### config.mk
export PLATFORM = sky130hd
export DESIGN_NAME = space_mem_select
export DESIGN_NICKNAME = d
export VERILOG_FILES = /design/src/rtl/msel_pkg.sv /design/src/rtl/msel_prio.sv /design/src/rtl/msel_mapreg.sv /design/src/rtl/msel_gate.sv /design/src/rtl/space_mem_select.sv
export SDC_FILE = /design/constraint.sdc
export NUM_CORES = 1
export LEC_CHECK = 0
export ABC_AREA = 1
export BUFFER_PORTS_ARGS = -buffer_cell sky130_fd_sc_hd__buf_2
export CORE_MARGIN = 8
export CORE_UTILIZATION = 47
export CTS_BUF_LIST = sky130_fd_sc_hd__clkbuf_2 sky130_fd_sc_hd__clkbuf_4 sky130_fd_sc_hd__clkbuf_8
export CTS_CLUSTER_DIAMETER = 100
export CTS_CLUSTER_SIZE = 12
export DETAILED_ROUTE_END_ITERATION = 12
export PLACE_DENSITY = 0.89
export SLEW_MARGIN = 15
export SYNTH_ARGS = -nofsm -noshare
export SYNTH_HDL_FRONTEND = slang
export SYNTH_SLANG_ARGS = --single-unit
### constraint.sdc
create_clock -name clk -period 2.7 [get_ports clk]
set_clock_uncertainty 0.15 [all_clocks]
set_input_delay 0.405 -clock clk [delete_from_list [all_inputs] [get_ports clk]]
set_output_delay 0.405 -clock clk [all_outputs]
set_load 0.03 [all_outputs]
### src/rtl/msel_pkg.sv
// Shared constants and types for the memory select logic.
// Assumes a five-bit mapping register with the bit meanings below.
package msel_pkg;
    localparam int MAP_W     = 5;
    localparam int MB_SRAM_P = 0;
    localparam int MB_SF_P   = 1;
    localparam int MB_PF_P   = 2;
    localparam int MB_SF_D   = 3;
    localparam int MB_PF_D   = 4;

    typedef enum logic [1:0] {
        SP_NONE = 2'd0,
        SP_PROG = 2'd1,
        SP_DATA = 2'd2
    } space_e;
endpackage

### src/rtl/msel_prio.sv
// Three-level priority resolver for decoded region hits.
// Level 1 = control/io/sram, level 2 = secondary flash, level 3 = primary flash.
// Assumes hits are combinational from the address decoder; a same-level
// overlap anywhere flags a conflict and suppresses every selection.
module msel_prio #(
    parameter int NPF = 4,
    parameter int NSF = 2
) (
    input  logic           clk,
    input  logic           rst_n,
    input  logic [NPF-1:0] pf_hit,
    input  logic [NSF-1:0] sf_hit,
    input  logic           sram_hit,
    input  logic           io_hit,
    input  logic           ctl_hit,
    output logic [NPF-1:0] pf_sel,
    output logic [NSF-1:0] sf_sel,
    output logic           sram_sel,
    output logic           io_sel,
    output logic           ctl_sel,
    output logic           conflict
);
    logic [2:0] lvl1;
    assign lvl1 = {ctl_hit, io_hit, sram_hit};

    // Detect more than one hit within any single level.
    always_comb begin
        conflict = ($countones(lvl1) > 1) || ($countones(sf_hit) > 1)
                || ($countones(pf_hit) > 1);
    end

    // Pass only the highest level that has a hit.
    always_comb begin
        pf_sel   = '0;
        sf_sel   = '0;
        sram_sel = 1'b0;
        io_sel   = 1'b0;
        ctl_sel  = 1'b0;
        if (!conflict) begin
            if (|lvl1) begin
                {ctl_sel, io_sel, sram_sel} = lvl1;
            end else if (|sf_hit) begin
                sf_sel = sf_hit;
            end else begin
                pf_sel = pf_hit;
            end
        end
    end

    // at most one winner
    a_r11_single_winner: assert property (@(posedge clk) disable iff (!rst_n)
        $onehot0({pf_sel, sf_sel, sram_sel, io_sel, ctl_sel}));
    // a level-1 hit masks both flashes
    a_r2_level1_masks: assert property (@(posedge clk) disable iff (!rst_n)
        (sram_hit || io_hit || ctl_hit) |-> (pf_sel == '0 && sf_sel == '0));
    // conflict selects nothing
    a_r3_conflict_quiet: assert property (@(posedge clk) disable iff (!rst_n)
        conflict |-> !(|{pf_sel, sf_sel, sram_sel, io_sel, ctl_sel}));
endmodule

### src/rtl/msel_mapreg.sv
// Mapping register with a deferred update.
// A qualified write stores into a pending slot; the slot is copied into the
// live register on the next cyc_start pulse, so the map never changes within
// a bus cycle. Synchronous active-low reset loads MAP_RESET.
module msel_mapreg
    import msel_pkg::*;
#(
    parameter int               OFS_W      = 8,
    parameter logic [OFS_W-1:0] MAP_OFFSET = 8'hB2,
    parameter logic [MAP_W-1:0] MAP_RESET  = 5'h0C
) (
    input  logic             clk,
    input  logic             rst_n,
    input  logic             wr_req,
    input  logic [OFS_W-1:0] ofs,
    input  logic [MAP_W-1:0] wdata,
    input  logic             cyc_start,
    output logic [MAP_W-1:0] map_q
);
    logic [MAP_W-1:0] pend_q;
    logic             pend_v;
    logic             hit_reg;

    assign hit_reg = wr_req && (ofs == MAP_OFFSET);

    // Capture writes into the pending slot and apply them at cycle start.
    always_ff @(posedge clk) begin
        if (!rst_n) begin
            map_q  <= MAP_RESET;
            pend_q <= '0;
            pend_v <= 1'b0;
        end else begin
            if (cyc_start && pend_v) begin
                map_q <= pend_q;
            end
            if (hit_reg) begin
                pend_q <= wdata;
                pend_v <= 1'b1;
            end else if (cyc_start) begin
                pend_v <= 1'b0;
            end
        end
    end

    // the map holds between cycle starts
    a_r8_hold_midcycle: assert property (@(posedge clk) disable iff (!rst_n)
        !cyc_start |=> $stable(map_q));
    // first cycle out of reset shows the reset value
    a_r1_reset_value: assert property (@(posedge clk) disable iff (!rst_n)
        !$past(rst_n) |-> (map_q == MAP_RESET));
endmodule

### src/rtl/msel_gate.sv
// Space gating: turns winning selections into chip selects and output
// enables according to the active strobe and the mapping register.
// Assumes strobes are active low; prog_n wins if several are low.
module msel_gate
    import msel_pkg::*;
#(
    parameter int NPF = 4,
    parameter int NSF = 2
) (
    input  logic             clk,
    input  logic             rst_n,
    input  logic [NPF-1:0]   pf_sel,
    input  logic [NSF-1:0]   sf_sel,
    input  logic             sram_sel,
    input  logic             io_sel,
    input  logic [MAP_W-1:0] map_q,
    input  logic             prog_n,
    input  logic             rd_n,
    input  logic             wr_n,
    output logic [NPF-1:0]   pf_cs,
    output logic [NSF-1:0]   sf_cs,
    output logic             sram_cs,
    output logic             io_cs,
    output logic             pf_oe,
    output logic             sf_oe,
    output logic             sram_oe,
    output logic             io_oe
);
    space_e sp;
    logic   pf_en, sf_en, sram_en, io_en, rd_act;

    // Pick the active address space from the strobes.
    always_comb begin
        if (!prog_n)             sp = SP_PROG;
        else if (!rd_n || !wr_n) sp = SP_DATA;
        else                     sp = SP_NONE;
    end

    // Per-memory enable in the active space.
    always_comb begin
        pf_en   = (sp == SP_PROG) ? map_q[MB_PF_P]   : (sp == SP_DATA) && map_q[MB_PF_D];
        sf_en   = (sp == SP_PROG) ? map_q[MB_SF_P]   : (sp == SP_DATA) && map_q[MB_SF_D];
        sram_en = (sp == SP_PROG) ? map_q[MB_SRAM_P] : (sp == SP_DATA);
        io_en   = (sp == SP_DATA);
        rd_act  = !prog_n || !rd_n;
    end

    for (genvar i = 0; i < NPF; i++) begin : g_pf
        assign pf_cs[i] = pf_sel[i] && pf_en;
    end
    for (genvar j = 0; j < NSF; j++) begin : g_sf
        assign sf_cs[j] = sf_sel[j] && sf_en;
    end

    assign sram_cs = sram_sel && sram_en;
    assign io_cs   = io_sel && io_en;
    assign pf_oe   = (|pf_cs) && rd_act;
    assign sf_oe   = (|sf_cs) && rd_act;
    assign sram_oe = sram_cs && rd_act;
    assign io_oe   = io_cs && rd_act;

    // output enables are silent on write-only access
    a_r7_no_oe_on_write: assert property (@(posedge clk) disable iff (!rst_n)
        (prog_n && rd_n) |-> !(pf_oe || sf_oe || sram_oe || io_oe));
    // I/O never answers a program fetch
    a_r6_io_not_prog: assert property (@(posedge clk) disable iff (!rst_n)
        !prog_n |-> !io_cs);
    // no strobe, no select
    a_r4_idle_quiet: assert property (@(posedge clk) disable iff (!rst_n)
        (prog_n && rd_n && wr_n) |-> !(|{pf_cs, sf_cs, sram_cs, io_cs}));
endmodule

### src/rtl/space_mem_select.sv
// Top of the program/data space memory select logic.
// Resolves decoder hits by priority, gates them by the mapping register and
// strobe space, and owns the deferred-update mapping register.
module space_mem_select
    import msel_pkg::*;
#(
    parameter int               NPF        = 4,
    parameter int               NSF        = 2,
    parameter int               OFS_W      = 8,
    parameter logic [OFS_W-1:0] MAP_OFFSET = 8'hB2,
    parameter logic [MAP_W-1:0] MAP_RESET  = 5'h0C
) (
    input  logic             clk,
    input  logic             rst_n,
    input  logic [NPF-1:0]   pf_hit,
    input  logic [NSF-1:0]   sf_hit,
    input  logic             sram_hit,
    input  logic             io_hit,
    input  logic             ctl_hit,
    input  logic [OFS_W-1:0] ctl_ofs,
    input  logic [MAP_W-1:0] map_wdata,
    input  logic             prog_n,
    input  logic             rd_n,
    input  logic             wr_n,
    input  logic             cyc_start,
    output logic [NPF-1:0]   pf_cs,
    output logic [NSF-1:0]   sf_cs,
    output logic             sram_cs,
    output logic             io_cs,
    output logic             pf_oe,
    output logic             sf_oe,
    output logic             sram_oe,
    output logic             io_oe,
    output logic             cfg_err
);
    logic [NPF-1:0]   pf_sel;
    logic [NSF-1:0]   sf_sel;
    logic             sram_sel, io_sel, ctl_sel, conflict;
    logic [MAP_W-1:0] map_q;
    logic             wr_req;

    msel_prio #(.NPF(NPF), .NSF(NSF)) u_prio (
        .clk(clk), .rst_n(rst_n),
        .pf_hit(pf_hit), .sf_hit(sf_hit), .sram_hit(sram_hit),
        .io_hit(io_hit), .ctl_hit(ctl_hit),
        .pf_sel(pf_sel), .sf_sel(sf_sel), .sram_sel(sram_sel),
        .io_sel(io_sel), .ctl_sel(ctl_sel), .conflict(conflict)
    );

    // A register write is a data-space write that lands on the control region.
    assign wr_req = !wr_n && prog_n && ctl_sel;

    msel_mapreg #(.OFS_W(OFS_W), .MAP_OFFSET(MAP_OFFSET), .MAP_RESET(MAP_RESET)) u_map (
        .clk(clk), .rst_n(rst_n), .wr_req(wr_req), .ofs(ctl_ofs),
        .wdata(map_wdata), .cyc_start(cyc_start), .map_q(map_q)
    );

    msel_gate #(.NPF(NPF), .NSF(NSF)) u_gate (
        .clk(clk), .rst_n(rst_n),
        .pf_sel(pf_sel), .sf_sel(sf_sel), .sram_sel(sram_sel), .io_sel(io_sel),
        .map_q(map_q), .prog_n(prog_n), .rd_n(rd_n), .wr_n(wr_n),
        .pf_cs(pf_cs), .sf_cs(sf_cs), .sram_cs(sram_cs), .io_cs(io_cs),
        .pf_oe(pf_oe), .sf_oe(sf_oe), .sram_oe(sram_oe), .io_oe(io_oe)
    );

    assign cfg_err = conflict;

    // an error output silences every select at the pins
    a_r3_err_silences_pins: assert property (@(posedge clk) disable iff (!rst_n)
        cfg_err |-> !(|{pf_cs, sf_cs, sram_cs, io_cs, pf_oe, sf_oe, sram_oe, io_oe}));
    // chip selects one-hot at the pins
    a_r11_pins_onehot: assert property (@(posedge clk) disable iff (!rst_n)
        $onehot0({pf_cs, sf_cs, sram_cs, io_cs}));
endmodule

Word-level counts from Yosys, hierarchy flattened
Cells that the tools add are included.
{"block": "word_totals", "reg_bits": 11, "input_bits": 28, "out_inout_bits": 13, "word_cells": 64}
{"block": "op_classes", "add_sub_neg": 6, "n_lt_le_gt_ge": 3, "eq_ne": 3, "muxes": 19, "reduce_logical": 30}
{"op": "$gt 32x2->1 const B", "n": 3}
{"op": "$add 32x1->32", "n": 1}
{"op": "$add 32x32->32", "n": 1}
{"op": "$logic_and 1x1->1", "n": 18}
{"op": "$mux 4", "n": 3}
{"op": "$mux 1", "n": 11}
{"op": "$mux 2", "n": 5}
{"op": "$add 1x1->2", "n": 4}
{"op": "$eq 8x8->1 const B", "n": 1}
{"op": "$logic_or 1x1->1", "n": 4}
{"op": "$reduce_or 2->1", "n": 2}
{"op": "$reduce_or 4->1", "n": 1}
{"op": "$logic_not 1->1", "n": 3}
{"op": "$reduce_or 3->1", "n": 1}
{"op": "$eq 2x1->1 const B", "n": 1}
{"op": "$eq 2x2->1 const B", "n": 1}
{"op": "$reduce_bool 2->1", "n": 1}

Logic depth before layout (Yosys ltp)
Gate-level depths: netlist (run 1).
{"block": "depth", "word_depth": 10, "depth_mapped": 12, "depth_no_buf": 11}

Cells and area by module
A second synthesis (run 1) with hierarchy kept.
{"block": "hier_totals", "hier_cells": 152, "area_unflattened_um2": 902.1}
{"module": "msel_mapreg", "n_inst": 1, "cells_each": 70, "area_each_um2": 515.5, "seq_area_each_um2": 220.2}
{"module": "msel_prio", "n_inst": 1, "cells_each": 42, "area_each_um2": 207.7, "seq_area_each_um2": 0.0}
{"module": "msel_gate", "n_inst": 1, "cells_each": 38, "area_each_um2": 168.9, "seq_area_each_um2": 0.0}
{"module": "space_mem_select", "n_inst": 1, "cells_each": 2, "area_each_um2": 10.0, "seq_area_each_um2": 0.0}

Worst setup path after synthesis (run 1)
No wires, ideal clock.
{"block": "synth_timing", "path_kind": "input-to-output", "start": "input pf_hit[2]", "end": "output sf_oe", "arrival_ns": 2.569, "required_ns": 2.145, "slack_ns": -0.424, "cell_stages": 11, "n_path_buf": 0, "path_cell_list": "ha_1 nand2_1 inv_1 fa_1 nor2_1 nand2_1 nor2_4 nand2_1 nor2_1 nor2_1 nor2_1"}
{"block": "synth_via", "elab_chain_cells": 8, "elab_cells_between_ends": 9, "classes_between": "2 x add/sub; 1 x order compare; 1 x mux; 5 x reduce/logical"}
{"element": "from (decl)", "line": "space_mem_select.sv:15", "source": "input logic [NPF-1:0] pf_hit,"}
{"element": "$add 1x1->2 (not written as such)", "line": "msel_prio.sv:29", "source": "|| ($countones(pf_hit) > 1);"}
{"element": "$add 32x32->32 (not written as such)", "line": "msel_prio.sv:29"}
{"element": "$gt 32x2->1", "line": "msel_prio.sv:29"}
{"element": "$logic_or 1x1->1", "line": "msel_prio.sv:29"}
{"element": "$mux 2", "line": "msel_prio.sv:39", "source": "if (!conflict) begin"}
{"element": "$logic_and 1x1->1", "line": "msel_gate.sv:52", "source": "assign sf_cs[j] = sf_sel[j] && sf_en;"}
{"element": "net sf_cs[0]", "line": "space_mem_select.sv:27", "source": "output logic [NSF-1:0] sf_cs,"}
{"element": "$reduce_or 2->1", "line": "msel_gate.sv:58", "source": "assign sf_oe = (|sf_cs) && rd_act;"}
{"element": "$logic_and 1x1->1", "line": "msel_gate.sv:58"}
{"element": "to (decl)", "line": "space_mem_select.sv:31", "source": "output logic sf_oe,"}
The timed path passes the listed nets, and every way through them passes these cells.

Worst setup path in the final report (run 1)
{"block": "layout_timing", "start": "input pf_hit[2]", "end": "output sram_oe"}
{"block": "layout_via", "elab_chain_cells": 7}
{"element": "$add 1x1->2 (not written as such)", "line": "msel_prio.sv:29"}
{"element": "$add 32x32->32 (not written as such)", "line": "msel_prio.sv:29"}
{"element": "$gt 32x2->1", "line": "msel_prio.sv:29"}
{"element": "$logic_or 1x1->1", "line": "msel_prio.sv:29"}
{"element": "$mux 1", "line": "msel_prio.sv:39"}
{"element": "$logic_and 1x1->1", "line": "msel_gate.sv:55", "source": "assign sram_cs = sram_sel && sram_en;"}
{"element": "$logic_and 1x1->1", "line": "msel_gate.sv:59", "source": "assign sram_oe = sram_cs && rd_act;"}
{"element": "to (decl)", "line": "space_mem_select.sv:32", "source": "output logic sram_oe,"}
Every way passes these cells.

==> impl_metrics.env, run 1 <==
export IMPL_outcome="finished, violations left"
export IMPL_violations="negative setup slack"
export IMPL_ys_seq_area_frac=0.260
export IMPL_detailedRoute_firstIterationViolations=33
export IMPL_min_path_type="in -> reg"
export IMPL_met3_wirelength_um=245
export IMPL_layout_core_utilization=0.744
export IMPL_largest_net_degree_at_the_start_of_global_routing=12
export IMPL_irDropWorstVdd_uv=272
export IMPL_critPathMostFrequentCell="sky130_fd_sc_hd__buf_6"
export IMPL_antenna_violating_nets_post_route=0
export IMPL_detailroute_via_count=1050
export IMPL_critPathLaunchType="input port"
export IMPL_worstSetupEndpointType="primary output"
export IMPL_cp_slowest_cell="sky130_fd_sc_hd__fa_1"
export IMPL_ys_ff_latch=11
export IMPL_clockBufferDepth=2
export IMPL_cp_max_fo=6
export IMPL_finalWeightedCongestion=0.855
export IMPL_wire_per_inst_um=12.6
export IMPL_boundaryPins=41
export IMPL_routed_wl_met2_um=1400
export IMPL_synth_nets=170
export IMPL_min_delay_start="cyc_start"
export IMPL_numClockSinks=11
export IMPL_antenna_found_initial=0
export IMPL_timing_critical_path_max_delay_family="simple AND/OR/NAND/NOR gates"
export IMPL_syn_mean_instance_area_sq_um=6.17
export IMPL_rsz0062_at_grt="yes"
export IMPL_reg2reg_depth=4
export IMPL_min_to="u_map.pend_v"
export IMPL_detailedPlacementHpwl_um=1970
export IMPL_clock_latency_ns=0.26
export IMPL_die_area_sq_um=3410
export IMPL_timing_critical_path_buf_inv=4
export IMPL_worstSetupPathType="in -> out"
export IMPL_reg2reg_to="u_map.map_q[1]"
export IMPL_netlist_cell_type_count=22
export IMPL_synthesis_instances=137
export IMPL_global_route_wire_length_before_repair_um=4110
export IMPL_finish_cell_count_without_fillers=208
export IMPL_static_leakage_nw=0.711
export IMPL_fmaxAchievable_ghz=0.366
export IMPL_antenna_diode_count=0
export IMPL_cts_htree_levels=1
export IMPL_wirelength_um=2620
export IMPL_initial_core_util=0.495
export IMPL_detail_route_vias_per_cell=5.05
export IMPL_die_height_um=58.4
export IMPL_yosysWarnings=0
export IMPL_ctsRootBufferMaster="sky130_fd_sc_hd__clkbuf_4"
export IMPL_placement_io_buffers=40
export IMPL_path_clk_slew_ns=0.07
export IMPL_power_density_nw_per_um2=322
export IMPL_mappedNetlistArea_sq_um=846
export IMPL_cts_tree="built"
export IMPL_floorplan_core_area_sq_um=1710
export IMPL_cts_hold_buffers=0
export IMPL_fraction_of_final_layout_cells_sized_beyond_drive_strength_1=0.361
export IMPL_crit_reg2reg_launch="u_map.pend_v"
export IMPL_leading_cell_type_in_the_layout_fill_and_taps_excluded="sky130_fd_sc_hd__nand2_1"
export IMPL_drt_met1_wl_um=921
export IMPL_place_inst=202
export IMPL_layout_cells_most_common_list="sky130_fd_sc_hd__nand2_1 (38), sky130_fd_sc_hd__inv_1 (29), sky130_fd_sc_hd__buf_2 (29), sky130_fd_sc_hd__nor2_1 (14), sky130_fd_sc_hd__dfxtp_1 (11)"
export IMPL_drv_slew=0
export IMPL_fin_ws_ns=-0.0359
export IMPL_crit_required_ns=2.14
export IMPL_reg2reg_slack_ns=1.62
export IMPL_finalHoldViolCount=0
export IMPL_ordered_cell_list_for_the_critical_path="buf_8, ha_4, nand2_2, inv_2, fa_1, nor2_1, nand2_1, nor2_4, buf_6, nand4_1, nor2_2, buf_6"
export IMPL_grt_use_total=0.151
export IMPL_period_needed_ns=2.74
export IMPL_core_rowCount=15
export IMPL_cts_buffers=3
export IMPL_worst_endpoint_arrival_ns=2.18
export IMPL_num_fill_cells=126
export IMPL_via_count_of_the_first_global_routing_pass=994
export IMPL_slew_limit_headroom=0.697
export IMPL_max_cap_viol_count=0
export IMPL_post_detailed_route_drc_marker_count=0
export IMPL_critPathMaxStageDelay_ns=0.43
export IMPL_grt_overflow_total=0
export IMPL_worstHoldPathCells=4
export IMPL_fin_nets=217
export IMPL_die_width_um=58.4
export IMPL_topRoutingLayerUsed="met4"
export IMPL_timing_final_setup_violations=5
export IMPL_worst_pin_slew_ns=0.453
export IMPL_syn2layout_area_growth_pct=50.3
export IMPL_drtPass1Iterations=4
export IMPL_layout_worst_path_cycle_share=1.01
-- through the flow --
stage	hold slack (ns)	instance area, sq um	worst slack, ns	setup TNS (ns)	total power (W)
floorplan	0.280	878	-0.160	-0.160	0.000232
global placement	0.287	1110	-0.0516	-0.130	0.000263
detailed placement	0.295	1110	-0.144	-0.602	0.000268
CTS	0.258	1250	-0.0609	-0.129	0.000403
global route	0.260	1270	-0.142	-0.679	0.000431
finish	0.260	1270	-0.0359	-0.0962	0.000409
-- final cells by class --
class	instances	area (sq um)	area share
multi-input combinational	93	567	0.446
timing repair buffer	44	307	0.241
sequential	11	220	0.173
inverter	31	116	0.0915
tap	25	31.3	0.0246
clock buffer	4	30.0	0.0236
-- state kept, by name, indices dropped and copies added (netlist names) --
signal,flops
u_map.pend_q,5
u_map.pend_v,1
u_map.map_q,5
-- worst max path at each step --
stage	slack [ns]	depth (start not counted)	endpoint	startpoint
6_report	-0.04	12	sram_oe	pf_hit[2]
5_1_grt	-0.14	13	pf_oe	pf_hit[0]
4_1_cts	-0.06	12	sram_oe	pf_hit[1]
3_5_place_dp	-0.14	13	sf_oe	pf_hit[0]
3_3_place_gp	-0.05	13	pf_oe	pf_hit[0]
2_1_floorplan	-0.16	11	sf_oe	pf_hit[2]
-- worst register-to-register path, stage by stage, from the launching register on --
cell                      delay, ns
sky130_fd_sc_hd__dfxtp_1       0.31
sky130_fd_sc_hd__nand2_1       0.13
sky130_fd_sc_hd__inv_1         0.12
sky130_fd_sc_hd__o21ai_0       0.20
sky130_fd_sc_hd__a21oi_1       0.06
-- where the power goes --
part	switching [W]	internal (W)	leakage, nW
clock	0.0000523	0.0000671	0.0184
combinational	0.0000738	0.0000541	0.604
sequential	0.00000000838	0.000162	0.0886
total	0.000126	0.000283	0.711
-- synthesized netlist by cell type --
cell type / count / area, sq um
sky130_fd_sc_hd__nand3_1: 7 / 35.0
sky130_fd_sc_hd__nor2_1: 19 / 71.3
sky130_fd_sc_hd__a21boi_1: 1 / 7.51
sky130_fd_sc_hd__nor2_4: 2 / 22.5
sky130_fd_sc_hd__nand4_1: 6 / 37.5
sky130_fd_sc_hd__nor3_1: 1 / 5.00
sky130_fd_sc_hd__nand3_4: 1 / 17.5
sky130_fd_sc_hd__nand3b_1: 1 / 7.51
sky130_fd_sc_hd__inv_2: 1 / 3.75
sky130_fd_sc_hd__o21ai_0: 3 / 15.0
sky130_fd_sc_hd__nor3_2: 1 / 10.0
sky130_fd_sc_hd__nand2_2: 1 / 6.26
sky130_fd_sc_hd__nand2_1: 39 / 146
sky130_fd_sc_hd__clkbuf_1: 1 / 3.75
sky130_fd_sc_hd__ha_1: 4 / 50.1
sky130_fd_sc_hd__dfxtp_1: 11 / 220
sky130_fd_sc_hd__a21oi_1: 3 / 15.0
sky130_fd_sc_hd__o211ai_1: 2 / 15.0
sky130_fd_sc_hd__inv_1: 30 / 113
sky130_fd_sc_hd__fa_1: 1 / 20.0
sky130_fd_sc_hd__nor4_2: 1 / 12.5
sky130_fd_sc_hd__buf_6: 1 / 11.3
-- cells by family after synthesis --
logic type | share of synthesized area
simple gates | 0.439
compound gates | 0.0621
flops | 0.260
fa+ha+maj | 0.0828
buf+inv | 0.155
-- repair_timing --
| item | 4_1_cts | 5_1_grt |
|---|---|---|
| pin swaps | 10 | 8 |
| setup endpoints to repair | 10 | 11 |
| gates resized for setup | 22 | 8 |
| buffers inserted | 2 | 0 |
| gates cloned | 0 | 0 |
-- routing by layer --
layer / vias to the layer above / global-route usage
met5: - / 0
met4: 0 / 0.0524
met3: 8 / 0.0522
met2: 56 / 0.310
met1: 472 / 0.127
li1: 514 / -
Note: power is estimated with default switching activity, not from simulation.
==> run 2: changes to the inputs <==
- BUFFER_PORTS_ARGS: -buffer_cell sky130_fd_sc_hd__buf_2 -> -buffer_cell sky130_fd_sc_hd__buf_4
==> impl_metrics.env, run 2 (synthesis results as in run 1) <==
export IMPL_cp_slowest_cell="sky130_fd_sc_hd__fa_1"
export IMPL_antenna_violating_nets_post_route=0
export IMPL_wirelength_um=3320
export IMPL_timing_critical_path_buf_inv=4
export IMPL_global_route_wire_length_before_repair_um=4730
export IMPL_worstSetupPathType="in -> out"
export IMPL_clock_latency_ns=0.27
export IMPL_worstSetupEndpointType="primary output"
export IMPL_final_design_area_no_fill_sq_um=1500
export IMPL_power_total_w=0.000462
export IMPL_layout_core_utilization=0.876
export IMPL_drv_slew=0
export IMPL_detailedRoute_firstIterationViolations=50
export IMPL_layout_cells_most_common_list="sky130_fd_sc_hd__nand2_1 (34), sky130_fd_sc_hd__buf_4 (32), sky130_fd_sc_hd__inv_1 (28), sky130_fd_sc_hd__buf_6 (17), sky130_fd_sc_hd__nor2_1 (12)"
export IMPL_fin_ws_ns=-0.151
export IMPL_critPathMaxStageDelay_ns=0.44
export IMPL_period_needed_ns=2.85
export IMPL_layout_worst_path_cycle_share=1.06
export IMPL_totalNegativeSetupSlack_ns=-0.800
export IMPL_post_dp_cell_area_sq_um=1210
export IMPL_numClockSinks=11
export IMPL_cts_tree="built"
export IMPL_detailroute_via_count=1130
export IMPL_irDropWorstVdd_uv=285
export IMPL_initial_core_util=0.495
export IMPL_antenna_found_initial=0
export IMPL_worst_endpoint_arrival_ns=2.30
export IMPL_die_width_um=58.4
export IMPL_static_leakage_nw=0.780
export IMPL_placement_io_buffers=40
export IMPL_largest_net_degree_at_the_start_of_global_routing=12
export IMPL_ordered_cell_list_for_the_critical_path="buf_8, ha_4, nand2_2, inv_2, fa_1, nor2_2, nand2_2, nor2_4, buf_6, nand3_4, nand2_4, nor2_2, nor2_2, buf_6"
export IMPL_post_detailed_route_drc_marker_count=0
export IMPL_core_rowCount=15
export IMPL_place_inst=202
export IMPL_drtPass1Iterations=4
export IMPL_critPathLaunchType="input port"
export IMPL_outcome="finished, violations left"
export IMPL_worstHoldPathCells=4
export IMPL_timing_final_setup_violations=9
export IMPL_finalHoldViolCount=0
export IMPL_worstSetupPathDepth=14
export IMPL_finish_cell_count_without_fillers=215
export IMPL_slew_limit_headroom=0.705
export IMPL_die_area_sq_um=3410
export IMPL_detailedPlacementHpwl_um=2000
export IMPL_cp_max_fo=3
export IMPL_min_path_type="in -> reg"
export IMPL_antenna_diode_count=0
export IMPL_cts_hold_buffers=0
export IMPL_grt_overflow_total=0
export IMPL_fraction_of_final_layout_cells_sized_beyond_drive_strength_1=0.437
export IMPL_cts_buffers=3
export IMPL_clockBufferDepth=2
export IMPL_syn2layout_area_growth_pct=76.9
export IMPL_leading_cell_type_in_the_layout_fill_and_taps_excluded="sky130_fd_sc_hd__nand2_1"
export IMPL_grt_use_total=0.177
export IMPL_die_height_um=58.4
export IMPL_timing_critical_path_max_delay_family="simple AND/OR/NAND/NOR gates"
export IMPL_fin_nets=224
export IMPL_critPathMostFrequentCell="sky130_fd_sc_hd__nor2_2"
export IMPL_fmaxAchievable_ghz=0.351
export IMPL_cts_htree_levels=1
export IMPL_ctsRootBufferMaster="sky130_fd_sc_hd__clkbuf_4"
export IMPL_wire_per_inst_um=15.4
export IMPL_reg2reg_depth=4
export IMPL_worst_pin_slew_ns=0.440
export IMPL_boundaryPins=41
export IMPL_floorplan_core_area_sq_um=1710
export IMPL_max_cap_viol_count=0
export IMPL_rsz0062_at_grt="yes"
export IMPL_path_clk_slew_ns=0.07
export IMPL_finalWeightedCongestion=0.823
export IMPL_via_count_of_the_first_global_routing_pass=1050
export IMPL_violations="negative setup slack"
export IMPL_layout_top_registers="u_map.map_q: 5 flops, u_map.pend_q: 5 flops, u_map.pend_v: 1 flops"
export IMPL_crit_required_ns=2.14
export IMPL_detail_route_vias_per_cell=5.26
export IMPL_power_density_nw_per_um2=309
## run 2: layer usage
metal  track usage  vias up  wire [um]
li1              -      528          -
met1         0.169      517       1260
met2         0.320       68       1620
met3        0.0652       17        304
met4        0.0979        0        138
met5             0        -          0
## run 2: where the power goes
group | switching, W | internal (W) | leakage [nW]
clock | 0.0000560 | 0.0000673 | 0.0184
combinational | 0.0000931 | 0.0000838 | 0.673
sequential | 0.00000000956 | 0.000162 | 0.0886
## run 2: final cells by class
cell class              count  area (sq um)
inverters                  31           119
well taps                  25          31.3
multi-input cells          93           634
clock buffers               4          30.0
repair buffers             51           462
fillers                    81           211
flip-flops and latches     11           220
## run 2: final timing paths
| check | endpoint | from | slack, ns |
|---|---|---|---|
| worst max-delay path | pf_oe | pf_hit[1] | -0.15 |
| worst min-delay path | u_map.pend_v | cyc_start | 0.25 |
| worst max register to register | u_map.map_q[0] | u_map.pend_v | 1.53 |
| worst min register to register | u_map.map_q[4] | u_map.pend_q[4] | 0.31 |
## run 2: stage by stage
step	hold WS, ns	worst slack [ns]
detailed placement	0.300	-0.148
floorplan	0.280	-0.160
CTS	0.245	-0.0714
finish	0.247	-0.151
global route	0.255	-0.219
global placement	0.289	-0.0336
## run 2: worst register-to-register path, cell delays in order (launching register included)
cell,delay (ns)
sky130_fd_sc_hd__dfxtp_1,0.31
sky130_fd_sc_hd__nand2_1,0.15
sky130_fd_sc_hd__inv_1,0.13
sky130_fd_sc_hd__o21ai_0,0.25
sky130_fd_sc_hd__a21oi_1,0.06
## run 2: what timing repair did
action,CTS,global route
gates cloned,0,0
resized for setup,23,23
setup endpoints to repair,9,13
setup buffers,6,3
pin swaps,12,11
